[config.mk]
export PLATFORM = sky130hd
export DESIGN_NAME = eeprom_page_writer
export DESIGN_NICKNAME = d
export VERILOG_FILES = /design/src/rtl/eepw_pkg.sv /design/src/rtl/eepw_req_check.sv /design/src/rtl/eepw_byte_slot.sv /design/src/rtl/eepw_poll_pacer.sv /design/src/rtl/eepw_seq_ctrl.sv /design/src/rtl/eeprom_page_writer.sv
export SDC_FILE = /design/constraint.sdc
export NUM_CORES = 1
export LEC_CHECK = 0
export BUFFER_PORTS_ARGS = -buffer_cell sky130_fd_sc_hd__buf_2
export CORE_ASPECT_RATIO = 2
export CORE_UTILIZATION = 50
export DETAILED_ROUTE_END_ITERATION = 7
export GPL_TIMING_DRIVEN = 0
export PLACE_DENSITY_LB_ADDON = 0.2
export SYNTH_ARGS = -nofsm -noshare
export SYNTH_HDL_FRONTEND = slang
export SYNTH_SLANG_ARGS = --single-unit
[constraint.sdc]
create_clock -name clk -period 7.24 [get_ports clk]
set_input_delay 0.362 -clock clk [delete_from_list [all_inputs] [get_ports clk]]
set_output_delay 0.362 -clock clk [all_outputs]
set_load 0.02 [all_outputs]
[src/rtl/eepw_pkg.sv]
package eepw_pkg;

  localparam logic [7:0] OP_WR_ENABLE = 8'h06;
  localparam logic [7:0] OP_WR_DATA   = 8'h02;
  localparam logic [7:0] OP_RD_STATUS = 8'h05;
  localparam logic [7:0] FILL_BYTE    = 8'hFF;

  typedef enum logic [2:0] {
    ST_IDLE,
    ST_SEL,
    ST_FETCH,
    ST_SEND,
    ST_WAIT,
    ST_DESEL,
    ST_PAUSE,
    ST_DONE
  } seq_state_e;

  typedef enum logic [1:0] {
    WIN_ENABLE,
    WIN_WRITE,
    WIN_POLL
  } window_e;

endpackage

[src/rtl/eepw_req_check.sv]
module eepw_req_check #(
  parameter int PAGE_BYTES = 16,
  parameter int CNT_W      = 5
) (
  input  logic [$clog2(PAGE_BYTES)-1:0] page_ofs,
  input  logic [CNT_W-1:0]              count,
  output logic                          req_ok
);
  localparam int OFS_W = $clog2(PAGE_BYTES);
  localparam int SUM_W = CNT_W + 1;

  logic [SUM_W-1:0] end_pos;

  assign end_pos = SUM_W'(page_ofs) + SUM_W'(count);

  always_comb begin
    req_ok = 1'b1;
    if (count == '0)
      req_ok = 1'b0;
    if (end_pos > SUM_W'(PAGE_BYTES))
      req_ok = 1'b0;
  end

  if (OFS_W < 1) begin : g_bad_page
    initial $error("page size must be at least 2 bytes");
  end

endmodule

[src/rtl/eepw_byte_slot.sv]
module eepw_byte_slot
  import eepw_pkg::*;
#(
  parameter int ADDR_W = 9,
  parameter int IDX_W  = 6
) (
  input  window_e           window,
  input  logic [IDX_W-1:0]  idx,
  input  logic [ADDR_W-1:0] addr,
  output logic [7:0]        slot_byte,
  output logic              slot_is_data
);
  logic page_hi;

  if (ADDR_W > 8) begin : g_hi
    assign page_hi = addr[8];
  end else begin : g_no_hi
    assign page_hi = 1'b0;
  end

  always_comb begin
    slot_byte    = FILL_BYTE;
    slot_is_data = 1'b0;
    unique case (window)
      WIN_ENABLE: slot_byte = OP_WR_ENABLE;
      WIN_WRITE: begin
        if (idx == '0)
          slot_byte = OP_WR_DATA | {4'b0000, page_hi, 3'b000};
        else if (idx == IDX_W'(1))
          slot_byte = addr[7:0];
        else
          slot_is_data = 1'b1;
      end
      WIN_POLL: slot_byte = (idx == '0) ? OP_RD_STATUS : FILL_BYTE;
      default:  slot_byte = FILL_BYTE;
    endcase
  end

endmodule

[src/rtl/eepw_poll_pacer.sv]
module eepw_poll_pacer #(
  parameter int POLL_CYCLES = 50000,
  parameter int MAX_POLLS   = 16
) (
  input  logic clk,
  input  logic rst_n,
  input  logic run,
  input  logic restart,
  input  logic poll_taken,
  output logic interval_up,
  output logic limit_hit
);
  localparam int TW = $clog2(POLL_CYCLES + 1);
  localparam int PW = $clog2(MAX_POLLS + 1);

  logic [TW-1:0] tick_q;
  logic [PW-1:0] polls_q;

  assign interval_up = run && (tick_q == TW'(POLL_CYCLES - 1));
  assign limit_hit   = (polls_q == PW'(MAX_POLLS));

  always_ff @(posedge clk or negedge rst_n) begin
    if (!rst_n)
      tick_q <= '0;
    else if (!run)
      tick_q <= '0;
    else if (!interval_up)
      tick_q <= tick_q + TW'(1);
  end

  always_ff @(posedge clk or negedge rst_n) begin
    if (!rst_n)
      polls_q <= '0;
    else if (restart)
      polls_q <= '0;
    else if (poll_taken && !limit_hit)
      polls_q <= polls_q + PW'(1);
  end

endmodule

[src/rtl/eepw_seq_ctrl.sv]
module eepw_seq_ctrl
  import eepw_pkg::*;
#(
  parameter int ADDR_W = 9,
  parameter int CNT_W  = 5,
  parameter int IDX_W  = 6
) (
  input  logic              clk,
  input  logic              rst_n,
  input  logic              req_valid,
  input  logic [ADDR_W-1:0] req_addr,
  input  logic [CNT_W-1:0]  req_count,
  input  logic              req_ok,
  input  logic              dat_valid,
  input  logic [7:0]        dat_byte,
  input  logic [7:0]        xfer_rx,
  input  logic              xfer_done,
  input  logic [7:0]        slot_byte,
  input  logic              slot_is_data,
  input  logic              interval_up,
  input  logic              limit_hit,
  output window_e           window,
  output logic [IDX_W-1:0]  slot_idx,
  output logic [ADDR_W-1:0] addr_q,
  output logic              pace_run,
  output logic              pace_restart,
  output logic              poll_taken,
  output logic              req_ready,
  output logic              dat_ready,
  output logic              xfer_start,
  output logic [7:0]        xfer_tx,
  output logic              cs_n,
  output logic              done,
  output logic              pass,
  output logic              fail
);
  seq_state_e       state_q;
  window_e          window_q;
  logic [IDX_W-1:0] idx_q;
  logic [IDX_W-1:0] last_idx;
  logic [CNT_W-1:0] count_q;
  logic [7:0]       byte_q;
  logic             busy_bit_q;
  logic             ok_q;
  logic             rx_unused;

  assign rx_unused = ^xfer_rx[7:1];

  always_comb begin
    unique case (window_q)
      WIN_ENABLE: last_idx = '0;
      WIN_WRITE:  last_idx = IDX_W'(count_q) + IDX_W'(1);
      default:    last_idx = IDX_W'(1);
    endcase
  end

  assign window       = window_q;
  assign slot_idx     = (state_q == ST_SEL) ? '0 : idx_q + IDX_W'(1);
  assign pace_run     = (state_q == ST_PAUSE);
  assign pace_restart = (state_q == ST_DESEL) && (window_q == WIN_WRITE);
  assign poll_taken   = (state_q == ST_PAUSE) && interval_up;

  assign req_ready  = (state_q == ST_IDLE);
  assign dat_ready  = (state_q == ST_FETCH);
  assign xfer_start = (state_q == ST_SEND);
  assign xfer_tx    = byte_q;
  assign cs_n       = !((state_q == ST_SEL)  || (state_q == ST_FETCH) ||
                        (state_q == ST_SEND) || (state_q == ST_WAIT));
  assign done       = (state_q == ST_DONE);
  assign pass       = done && ok_q;
  assign fail       = done && !ok_q;

  always_ff @(posedge clk or negedge rst_n) begin
    if (!rst_n) begin
      state_q    <= ST_IDLE;
      window_q   <= WIN_ENABLE;
      idx_q      <= '0;
      addr_q     <= '0;
      count_q    <= '0;
      byte_q     <= '0;
      busy_bit_q <= 1'b0;
      ok_q       <= 1'b0;
    end else begin
      unique case (state_q)
        ST_IDLE: begin
          if (req_valid) begin
            addr_q  <= req_addr;
            count_q <= req_count;
            if (req_ok) begin
              window_q <= WIN_ENABLE;
              state_q  <= ST_SEL;
            end else begin
              ok_q    <= 1'b0;
              state_q <= ST_DONE;
            end
          end
        end
        ST_SEL: begin
          idx_q   <= '0;
          byte_q  <= slot_byte;
          state_q <= ST_SEND;
        end
        ST_SEND: state_q <= ST_WAIT;
        ST_WAIT: begin
          if (xfer_done) begin
            if (window_q == WIN_POLL)
              busy_bit_q <= xfer_rx[0];
            if (idx_q == last_idx) begin
              state_q <= ST_DESEL;
            end else begin
              idx_q <= idx_q + IDX_W'(1);
              if (slot_is_data) begin
                state_q <= ST_FETCH;
              end else begin
                byte_q  <= slot_byte;
                state_q <= ST_SEND;
              end
            end
          end
        end
        ST_FETCH: begin
          if (dat_valid) begin
            byte_q  <= dat_byte;
            state_q <= ST_SEND;
          end
        end
        ST_DESEL: begin
          unique case (window_q)
            WIN_ENABLE: begin
              window_q <= WIN_WRITE;
              state_q  <= ST_SEL;
            end
            WIN_WRITE: state_q <= ST_PAUSE;
            default: begin
              if (!busy_bit_q) begin
                ok_q    <= 1'b1;
                state_q <= ST_DONE;
              end else if (limit_hit) begin
                ok_q    <= 1'b0;
                state_q <= ST_DONE;
              end else begin
                state_q <= ST_PAUSE;
              end
            end
          endcase
        end
        ST_PAUSE: begin
          if (interval_up) begin
            window_q <= WIN_POLL;
            state_q  <= ST_SEL;
          end
        end
        ST_DONE: state_q <= ST_IDLE;
        default: state_q <= ST_IDLE;
      endcase
    end
  end

endmodule

[src/rtl/eeprom_page_writer.sv]
module eeprom_page_writer
  import eepw_pkg::*;
#(
  parameter int ADDR_W      = 9,
  parameter int PAGE_BYTES  = 16,
  parameter int POLL_CYCLES = 50000,
  parameter int MAX_POLLS   = 16
) (
  input  logic                         clk,
  input  logic                         rst_n,
  input  logic                         req_valid,
  output logic                         req_ready,
  input  logic [ADDR_W-1:0]            req_addr,
  input  logic [$clog2(PAGE_BYTES):0]  req_count,
  input  logic                         dat_valid,
  output logic                         dat_ready,
  input  logic [7:0]                   dat_byte,
  output logic                         xfer_start,
  output logic [7:0]                   xfer_tx,
  input  logic [7:0]                   xfer_rx,
  input  logic                         xfer_done,
  output logic                         cs_n,
  output logic                         done,
  output logic                         pass,
  output logic                         fail
);
  localparam int OFS_W = $clog2(PAGE_BYTES);
  localparam int CNT_W = OFS_W + 1;
  localparam int IDX_W = CNT_W + 1;

  logic              req_ok;
  window_e           window;
  logic [IDX_W-1:0]  slot_idx;
  logic [ADDR_W-1:0] addr_q;
  logic [7:0]        slot_byte;
  logic              slot_is_data;
  logic              pace_run;
  logic              pace_restart;
  logic              poll_taken;
  logic              interval_up;
  logic              limit_hit;

  eepw_req_check #(
    .PAGE_BYTES (PAGE_BYTES),
    .CNT_W      (CNT_W)
  ) u_check (
    .page_ofs (req_addr[OFS_W-1:0]),
    .count    (req_count),
    .req_ok   (req_ok)
  );

  eepw_byte_slot #(
    .ADDR_W (ADDR_W),
    .IDX_W  (IDX_W)
  ) u_slot (
    .window       (window),
    .idx          (slot_idx),
    .addr         (addr_q),
    .slot_byte    (slot_byte),
    .slot_is_data (slot_is_data)
  );

  eepw_poll_pacer #(
    .POLL_CYCLES (POLL_CYCLES),
    .MAX_POLLS   (MAX_POLLS)
  ) u_pacer (
    .clk         (clk),
    .rst_n       (rst_n),
    .run         (pace_run),
    .restart     (pace_restart),
    .poll_taken  (poll_taken),
    .interval_up (interval_up),
    .limit_hit   (limit_hit)
  );

  eepw_seq_ctrl #(
    .ADDR_W (ADDR_W),
    .CNT_W  (CNT_W),
    .IDX_W  (IDX_W)
  ) u_ctrl (
    .clk          (clk),
    .rst_n        (rst_n),
    .req_valid    (req_valid),
    .req_addr     (req_addr),
    .req_count    (req_count),
    .req_ok       (req_ok),
    .dat_valid    (dat_valid),
    .dat_byte     (dat_byte),
    .xfer_rx      (xfer_rx),
    .xfer_done    (xfer_done),
    .slot_byte    (slot_byte),
    .slot_is_data (slot_is_data),
    .interval_up  (interval_up),
    .limit_hit    (limit_hit),
    .window       (window),
    .slot_idx     (slot_idx),
    .addr_q       (addr_q),
    .pace_run     (pace_run),
    .pace_restart (pace_restart),
    .poll_taken   (poll_taken),
    .req_ready    (req_ready),
    .dat_ready    (dat_ready),
    .xfer_start   (xfer_start),
    .xfer_tx      (xfer_tx),
    .cs_n         (cs_n),
    .done         (done),
    .pass         (pass),
    .fail         (fail)
  );

endmodule

==> qor_table.md, run 1 <==
| Metric | Reported | Unit |
|:---|:---|:---|
| Run status | finished, final reports clean | - |
| Final hold vios | 0 | - |
| Row Count | 42 | - |
| Total Wirelength | 8.37 | mm |
| Min Tclk post-route | 2.70 | ns |
| Starting DRC count in detailed routing | 134 | - |
| Number of placed instances with taps included | 505 | - |
| Total of fill cells in the finished design | 643 | - |
| Main synth FF type | sky130_fd_sc_hd__dfrtp_1 | - |
| Count of inserted antenna diode cells | 0 | - |
| Fraction of synthesized cell area taken by the top area cell type | 41.0 | % |
| Fraction of layout instances using a drive strength above 1 | 18.6 | % |
| Initial antenna violation count | 0 | - |
| Area of the die | 7200 | sq um |
| Share of flip-flops with an asynchronous set or reset | 100 | % |
| Yosys top cell by area | sky130_fd_sc_hd__dfrtp_1 | - |
| Largest cells by area after synthesis | sky130_fd_sc_hd__dfrtp_1, sky130_fd_sc_hd__mux2_2, sky130_fd_sc_hd__nand2_1, sky130_fd_sc_hd__nor2_1, sky130_fd_sc_hd__o21ai_0 | - |
| Count of synthesis-stage warnings from yosys | 0 | - |
| Worst VDD drop | 0.000226 | V |
| DR WL/cell | 16.3 | microns |
| Sw Ratio | 43.0 | % |
| Number of setup buffers added after CTS | 0 | - |
| Count of hold-fix buffers inserted at cts | 0 | - |
| Final count of pins violating max slew | 0 | - |
| Switching power | 0.000611 | W |
| Design Power | 0.00142 | W |
| Critical path endpoint category | flop | - |
| Boundary Pins | 50 | - |
| CTS clk-pin slew, worst paths | 0.07 | ns |
| Cell area after synthesis | 3420 | sq um |
| Power density cells | 365 | nW/um^2 |
| Half-perimeter wire length after detailed placement | 6.36 | mm |
| Worst Clk Skew | 0.00487 | ns |
| Pin count of the biggest net entering global routing | 57 | - |
| Hold/Removal Path Class | input pin to asynchronous set/reset pin | - |
| Seq/Total Area, Yosys | 41.0 | % |
| Static leakage | 1.66 | nW |
| Combinational share of power | 50.3 | % |
| Critical Path AT | 2.89 | ns |
| Final instance count without filler cells | 513 | - |
| Global routing usage summed across all routing layers | 25.8 | % |
| Clk root buf | sky130_fd_sc_hd__clkbuf_16 | - |
| Share of the clock period used by the worst path after layout | 37.4 | % |
| Synthesized instance count | 375 | - |
| CTS tree | built | - |
| Final-layout worst hold slack | 0.113 | ns |
| Setup TNS | 0 | ns |
| Area occupied by multi-input gates | 1890 | sq um |
| Storage cell area | 1400 | sq um |
| Via count of the first global-routing pass | 2975 | - |
| Net Count, Synth | 420 | - |
| Most instantiated cells after synthesis | sky130_fd_sc_hd__dfrtp_1, sky130_fd_sc_hd__nand2_1, sky130_fd_sc_hd__nor2_1 | - |
| Path type of the worst setup path | flop to flop | - |
| Ratio of routed vias to standard cells | 5.72 | - |
| First-pass detailed-route iteration total | 4 | - |
| Achievable frequency | 370 | MHz |
| Initial Utilization | 51.7 | % |
| Measured slew at the worst slew-check pin | 0.907 | ns |
| H-tree lvl count | 2 | - |
| RSZ-0062 raised after global routing | no | - |
| Port Buffers | 42 | - |
| Core area | 6620 | sq um |
| Weighted congestion at the end of routability-driven global placement | 0.926 | - |
| DIE HEIGHT | 119 | microns |
| Clock network latency to the later pin of the worst-skew pair | 0.30 | ns |
| Slew Limit Headroom | 38.0 | % |
| Crit path required time | 7.43 | ns |
| Vias | 2933 | - |
| ANT nets after route | 0 | - |
| Drt drc | 0 | - |
| Bufs on Longest Clock Path | 2 | - |
| Most used standard cell by instance count after synthesis | sky130_fd_sc_hd__dfrtp_1 | - |
| Nature of the critical path startpoint | flop | - |
| Final WS setup | 4.54 | ns |
| Number of flops mapped to enable cells by yosys | 0 | - |
| Count of max-cap constraint violations | 0 | - |
| Worst-case setup slack after placement | 4.31 | ns |
| Final-stage net count | 469 | - |
| Synth unique cells | 53 | - |
| FF+latch count, synth | 56 | - |
| Count of instances resized after the clock tree is built | 0 | - |
| Mean post-synth cell area | 9.13 | sq um |
| First-pass GRT wire length | 14.0 | mm |
| Part of the power in the clock network | 17.5 | % |
| Total congestion overflow | 0 | - |
| Setup violations, final | 0 | - |
| Sequential share of power | 32.2 | % |
| Cell internal power dissipation | 0.000811 | W |
| TritonCTS Sinks | 56 | - |
| Clock buffer count from CTS | 5 | - |
| Worst Path Max Fanout | 10 | - |
| Die Wd | 60.5 | microns |
| Area Overhead vs Synth | 13.8 | % |
## layer usage
metal,global-route usage (%),vias to the layer above,share of wire (%)
met5,0,-,0
met4,12.8,0,3.4
met3,4.67,19,3.3
met2,46.4,77,57
met1,26.9,1401,37
li1,-,1436,-
## cells by family (layout without fill, tap and decap cells)
| logic type | after synthesis | after routing | synth area share [%] |
|---|---|---|---|
| and+or+nand+nor | 148 | 148 | 22.0 |
| AOI/OAI and AO/OA | 87 | 87 | 16.8 |
| DFF | 56 | 56 | 41.0 |
| buffers and inverters | 30 | 80 | 3.73 |
| xor gates and xnor gates | 23 | 23 | 5.89 |
| muxes | 21 | 21 | 6.76 |
| adders and majority gates | 10 | 10 | 3.88 |
## stage by stage
stage	cell area, sq um	util, %
after floorplan	3420	-
after global routing	3890	58.8
final	3890	58.8
after CTS	3890	58.8
after global placement	3740	56.5
after detailed placement	3740	56.5
## sequential cells by signal (all words and copies together), names as in the netlist
name / count
u_ctrl.xfer_tx: 8
u_ctrl.ok_q: 1
u_ctrl.addr_q: 9
u_ctrl.state_q: 3
u_ctrl.idx_q: 6
u_ctrl.count_q: 5
u_pacer.tick_q: 16
u_ctrl.window: 2
u_pacer.polls_q: 5
u_ctrl.busy_bit_q: 1
## power groups by stage
stage | Clock, W | Sequential [W] | Combinational (W)
after CTS | 0.000256 | 0.000457 | 0.000714
after floorplan | 0 | 0.000468 | 0.000515
final | 0.000249 | 0.000457 | 0.000715
after detailed placement | 0 | 0.000463 | 0.000709
after global routing | 0.000268 | 0.000469 | 0.000789
after global placement | 0 | 0.000459 | 0.000698
## worst paths after layout
kind / from / endpoint / slack (ns) / depth (start not counted)
hold / removal: rst_n / u_pacer.polls_q[2] / 0.11 / 1
min in group clk: req_addr[4] / u_ctrl.addr_q[4] / 0.28 / 3
max in group asynchronous: rst_n / u_ctrl.xfer_tx[2] / 6.65 / 1
setup / recovery: u_ctrl.idx_q[0] / u_ctrl.xfer_tx[1] / 4.54 / 8
hold reg to reg: u_ctrl.xfer_tx[6] / u_ctrl.xfer_tx[6] / 0.50 / 1
setup reg to reg: u_ctrl.idx_q[0] / u_ctrl.xfer_tx[1] / 4.54 / 8
## critical path, cell delays in order (launching register included)
cell	delay (ns)
sky130_fd_sc_hd__dfrtp_1	0.35
sky130_fd_sc_hd__clkbuf_1	0.31
sky130_fd_sc_hd__and3_1	0.29
sky130_fd_sc_hd__a31oi_1	0.12
sky130_fd_sc_hd__nor3_2	0.51
sky130_fd_sc_hd__a21oi_1	0.18
sky130_fd_sc_hd__o311ai_0	0.47
sky130_fd_sc_hd__nand2_1	0.10
sky130_fd_sc_hd__mux2_2	0.27
## layout by cell type, fill, tap and decap left out, types with 9 or more instances in the layout
cell                        n
sky130_fd_sc_hd__a21oi_1   20
sky130_fd_sc_hd__nor2_1    34
sky130_fd_sc_hd__nand4_1    9
sky130_fd_sc_hd__ha_1       9
sky130_fd_sc_hd__a31oi_1   10
sky130_fd_sc_hd__nand2_1   43
sky130_fd_sc_hd__dfrtp_1   56
sky130_fd_sc_hd__buf_2     41
sky130_fd_sc_hd__nor3_1    15
sky130_fd_sc_hd__xnor2_1   11
sky130_fd_sc_hd__inv_1     13
sky130_fd_sc_hd__nand3_1    9
sky130_fd_sc_hd__xor2_1    12
sky130_fd_sc_hd__mux2_2    17
sky130_fd_sc_hd__o21ai_0   23
sky130_fd_sc_hd__clkbuf_1  15
## cell type report
type,count,area share [%]
plain buffers,16,1.93
clock buffers,7,3.66
clock inverters,1,0.193
inverters,14,1.35
multi-input cells,289,48.6
flip-flops and latches,56,36.0
well taps,88,2.83
repair buffers,42,5.46
Power figures use the tool's default switching activity.
==> run 2, diff against run 1 <==
clock period = 2.6 ns   (was 7.24 ns; I/O delays follow)
==> run 2 against run 1 <==
Against the previous run: worst setup slack worse by 4.4 ns; non-clock buffer count up 8; total power rose to 2.9 times the previous value; combinational power rose to 3.1 times the previous value; critical path type unchanged; critical endpoint unchanged; largest power group unchanged.
==> qor_table.md, run 2 (synthesis gave the netlist of run 1 again) <==
| Metric | Reported | Unit | Delta |
|:---|:---|:---|:---|
| Run status | finished, final reports clean | - |  |
| Clk root buf | sky130_fd_sc_hd__clkbuf_16 | - |  |
| Worst-case setup slack after placement | -0.102 | ns | -4.41 ns |
| Sink of the worst hold path | u_ctrl.addr_q[4] | - |  |
| Row Count | 42 | - | unchanged |
| Die Wd | 60.5 | microns | unchanged |
| Crit path required time | 2.79 | ns | -4.64 ns |
| Capturing point of the worst reg2reg path | u_ctrl.xfer_tx[1] | - |  |
| Boundary Pins | 50 | - | unchanged |
| ANT nets after route | 0 | - | unchanged |
| Slew Limit Headroom | 36.0 | % | -1.9 points |
| Path type of the worst setup path | flop to flop | - |  |
| Setup TNS | 0 | ns | unchanged |
| Min Tclk post-route | 2.50 | ns | -0.202 ns |
| Hold/Removal Path Class | input pin to flop | - |  |
| Bufs on Longest Clock Path | 2 | - | unchanged |
| Storage cell area | 1400 | sq um | about the same |
| Port Buffers | 42 | - | unchanged |
| Global routing usage summed across all routing layers | 26.0 | % | +0.29 points |
| Nature of the critical path startpoint | flop | - |  |
| Power density cells | 1040 | nW/um^2 | +190% |
| DIE HEIGHT | 119 | microns | unchanged |
| TritonCTS Sinks | 56 | - | unchanged |
| Count of inserted antenna diode cells | 0 | - | unchanged |
| Worst Clk Skew | 0.00561 | ns | +0.000739 ns |
| Clock network latency to the later pin of the worst-skew pair | 0.30 | ns | about the same |
| Half-perimeter wire length after detailed placement | 6.36 | mm | unchanged |
| First-pass detailed-route iteration total | 6 | - | +2 |
| Commonest non-fill, non-tap cells in the layout | sky130_fd_sc_hd__dfrtp_1, sky130_fd_sc_hd__nand2_1, sky130_fd_sc_hd__buf_2, sky130_fd_sc_hd__nor2_1, sky130_fd_sc_hd__o21ai_0 | - |  |
| CTS tree | built | - |  |
| Area of the die | 7200 | sq um | unchanged |
| Pin count of the biggest net entering global routing | 57 | - | unchanged |
| Core area | 6620 | sq um | unchanged |
| Hold path startpoint | req_addr[4] | - |  |
| Largest reg by FF count | u_pacer.tick_q | - |  |
| Area Overhead vs Synth | 17.1 | % |  |
| Fraction of layout instances using a drive strength above 1 | 21.0 | % | +2.4 points |
| Total of fill cells in the finished design | 626 | - | -2.6% |
| Achievable frequency | 400 | MHz | +8.1% |
| Depth of the worst hold-timing path | 3 | - |  |
| Flip-flop count of the largest register after layout | 16 | - | unchanged |
| Count of max-cap constraint violations | 0 | - | unchanged |
| Most common cell after layout, fill and taps aside | sky130_fd_sc_hd__dfrtp_1 | - |  |
| Area occupied by multi-input gates | 1930 | sq um | +2.0% |
| Number of placed instances with taps included | 505 | - | unchanged |
| Measured slew at the worst slew-check pin | 0.935 | ns | +0.0284 ns |
| Final WS setup | 0.0978 | ns | -4.44 ns |
| DR WL/cell | 16.3 | microns | about the same |
| Share of the clock period used by the worst path after layout | 96.2 | % | +59 points |
| Layout Utilization | 60.5 | % | +1.7 points |
| Initial antenna violation count | 0 | - | unchanged |
| First-pass GRT wire length | 14.1 | mm | +1.0% |
| Critical path, cell by cell | ha_1, nand2b_1, a211o_1, a21oi_1, o211a_1, nand2_2, o221ai_4, buf_12, mux2_2 | - |  |
| Critical path endpoint category | flop | - |  |
| Final-stage net count | 477 | - | +1.7% |
| Final instance count without filler cells | 521 | - | +1.6% |
| Largest stage delay on the critical path | 0.44 | ns | -0.07 ns |
| Total Wirelength | 8.50 | mm | +1.5% |
| H-tree lvl count | 2 | - | unchanged |
| Clock buffer count from CTS | 5 | - | unchanged |
| Total congestion overflow | 0 | - | unchanged |
| Master of the slowest instance on the critical path | sky130_fd_sc_hd__dfrtp_2 | - |  |
| Starting DRC count in detailed routing | 146 | - | +9.0% |
| Via count of the first global-routing pass | 3024 | - | +1.6% |
| Final hold vios | 0 | - | unchanged |
| Setup violations, final | 0 | - | unchanged |
| Vias | 2981 | - | +1.6% |
| Worst VDD drop | 0.000639 | V | +180% |
| Critical Path AT | 2.69 | ns | -0.20 ns |
| Weighted congestion at the end of routability-driven global placement | 0.926 | - | unchanged |
| Initial Utilization | 51.7 | % | unchanged |
| Cell depth of the worst flop-to-flop path | 9 | - | +1 |
| Worst Path Max Fanout | 8 | - | -2 |
| CTS clk-pin slew, worst paths | 0.07 | ns | about the same |
| Static leakage | 1.72 | nW | +3.5% |
| Drt drc | 0 | - | unchanged |
| Final count of pins violating max slew | 0 | - | unchanged |
| Ratio of routed vias to standard cells | 5.72 | - | about the same |
| Slack of the worst reg-to-reg path | 0.1 | ns | -4.44 ns |
| Worst reg2reg startpoint | u_ctrl.count_q[0] | - |  |
| RSZ-0062 raised after global routing | no | - |  |
## run 2: through the flow
step | power [W] | cell area, sq um | hold slack, ns
3_3_place_gp | 0.00322 | 3740 | 0.334
6_report | 0.00418 | 4010 | 0.0370
5_1_grt | 0.00447 | 4010 | 0.0572
4_1_cts | 0.00410 | 3950 | 0.0375
2_1_floorplan | 0.00274 | 3420 | -0.166
3_5_place_dp | 0.00326 | 3740 | 0.343
## run 2: where the power goes
| group | total (W) | internal, W | switching, W |
|---|---|---|---|
| logic | 0.00220 | 0.000917 | 0.00128 |
| clock network | 0.000698 | 0.000385 | 0.000314 |
| registers | 0.00128 | 0.00111 | 0.000168 |
| total | 0.00418 | 0.00241 | 0.00176 |
## run 2: layout make-up
cell class / count / share of cell area (%)
timing repair buffer: 51 / 7.37
clock inverter: 1 / 0.187
buffer: 15 / 1.59
inverter: 14 / 1.31
sequential: 56 / 35.0
clock buffer: 7 / 3.56
multi-input combinational: 289 / 48.2
tap: 88 / 2.75
## run 2: repair_timing
item                                   in CTS  in global routing
hold buffers                                0                  1
setup buffers                               4                  4
resized for setup                           4                  6
gates cloned                                0                  0
endpoints found under the hold margin       0                 56
setup endpoints to repair                   8                 24
pin swaps                                   3                  6
## run 2: worst max-delay path: cells and delay by family (launching register included)
| family | cells | cell delay [ns] |
|---|---|---|
| simple gates | 2 | 0.27 |
| compound gates | 4 | 0.85 |
| mux | 1 | 0.33 |
| buf+inv | 1 | 0.16 |
| fa+ha+maj | 1 | 0.34 |
| flops | 1 | 0.44 |
## run 2: per-layer routing
| metal | global-route usage, % | up-vias | routed length [microns] | share of wire [%] |
|---|---|---|---|---|
| li1 | - | 1454 | - | - |
| met1 | 27.1 | 1417 | 3130 | 37 |
| met2 | 46.4 | 86 | 4730 | 56 |
| met3 | 4.78 | 24 | 312 | 3.7 |
| met4 | 14.2 | 0 | 327 | 3.8 |
| met5 | 0 | - | 0 | 0 |
## run 2: worst max-delay path by stage
stage | from | end | cells after the start | slack (ns)
floorplan | u_ctrl.window[1] | u_ctrl.xfer_tx[0] | 9 | 0.19
global placement | req_addr[0] | u_ctrl.window[1] | 9 | -0.12
detailed placement | req_addr[0] | u_ctrl.ok_q | 9 | -0.10
CTS | u_ctrl.idx_q[0] | u_ctrl.xfer_tx[1] | 8 | 0.01
global route | u_ctrl.count_q[0] | u_ctrl.xfer_tx[4] | 9 | 0.003
finish | u_ctrl.count_q[0] | u_ctrl.xfer_tx[1] | 9 | 0.1
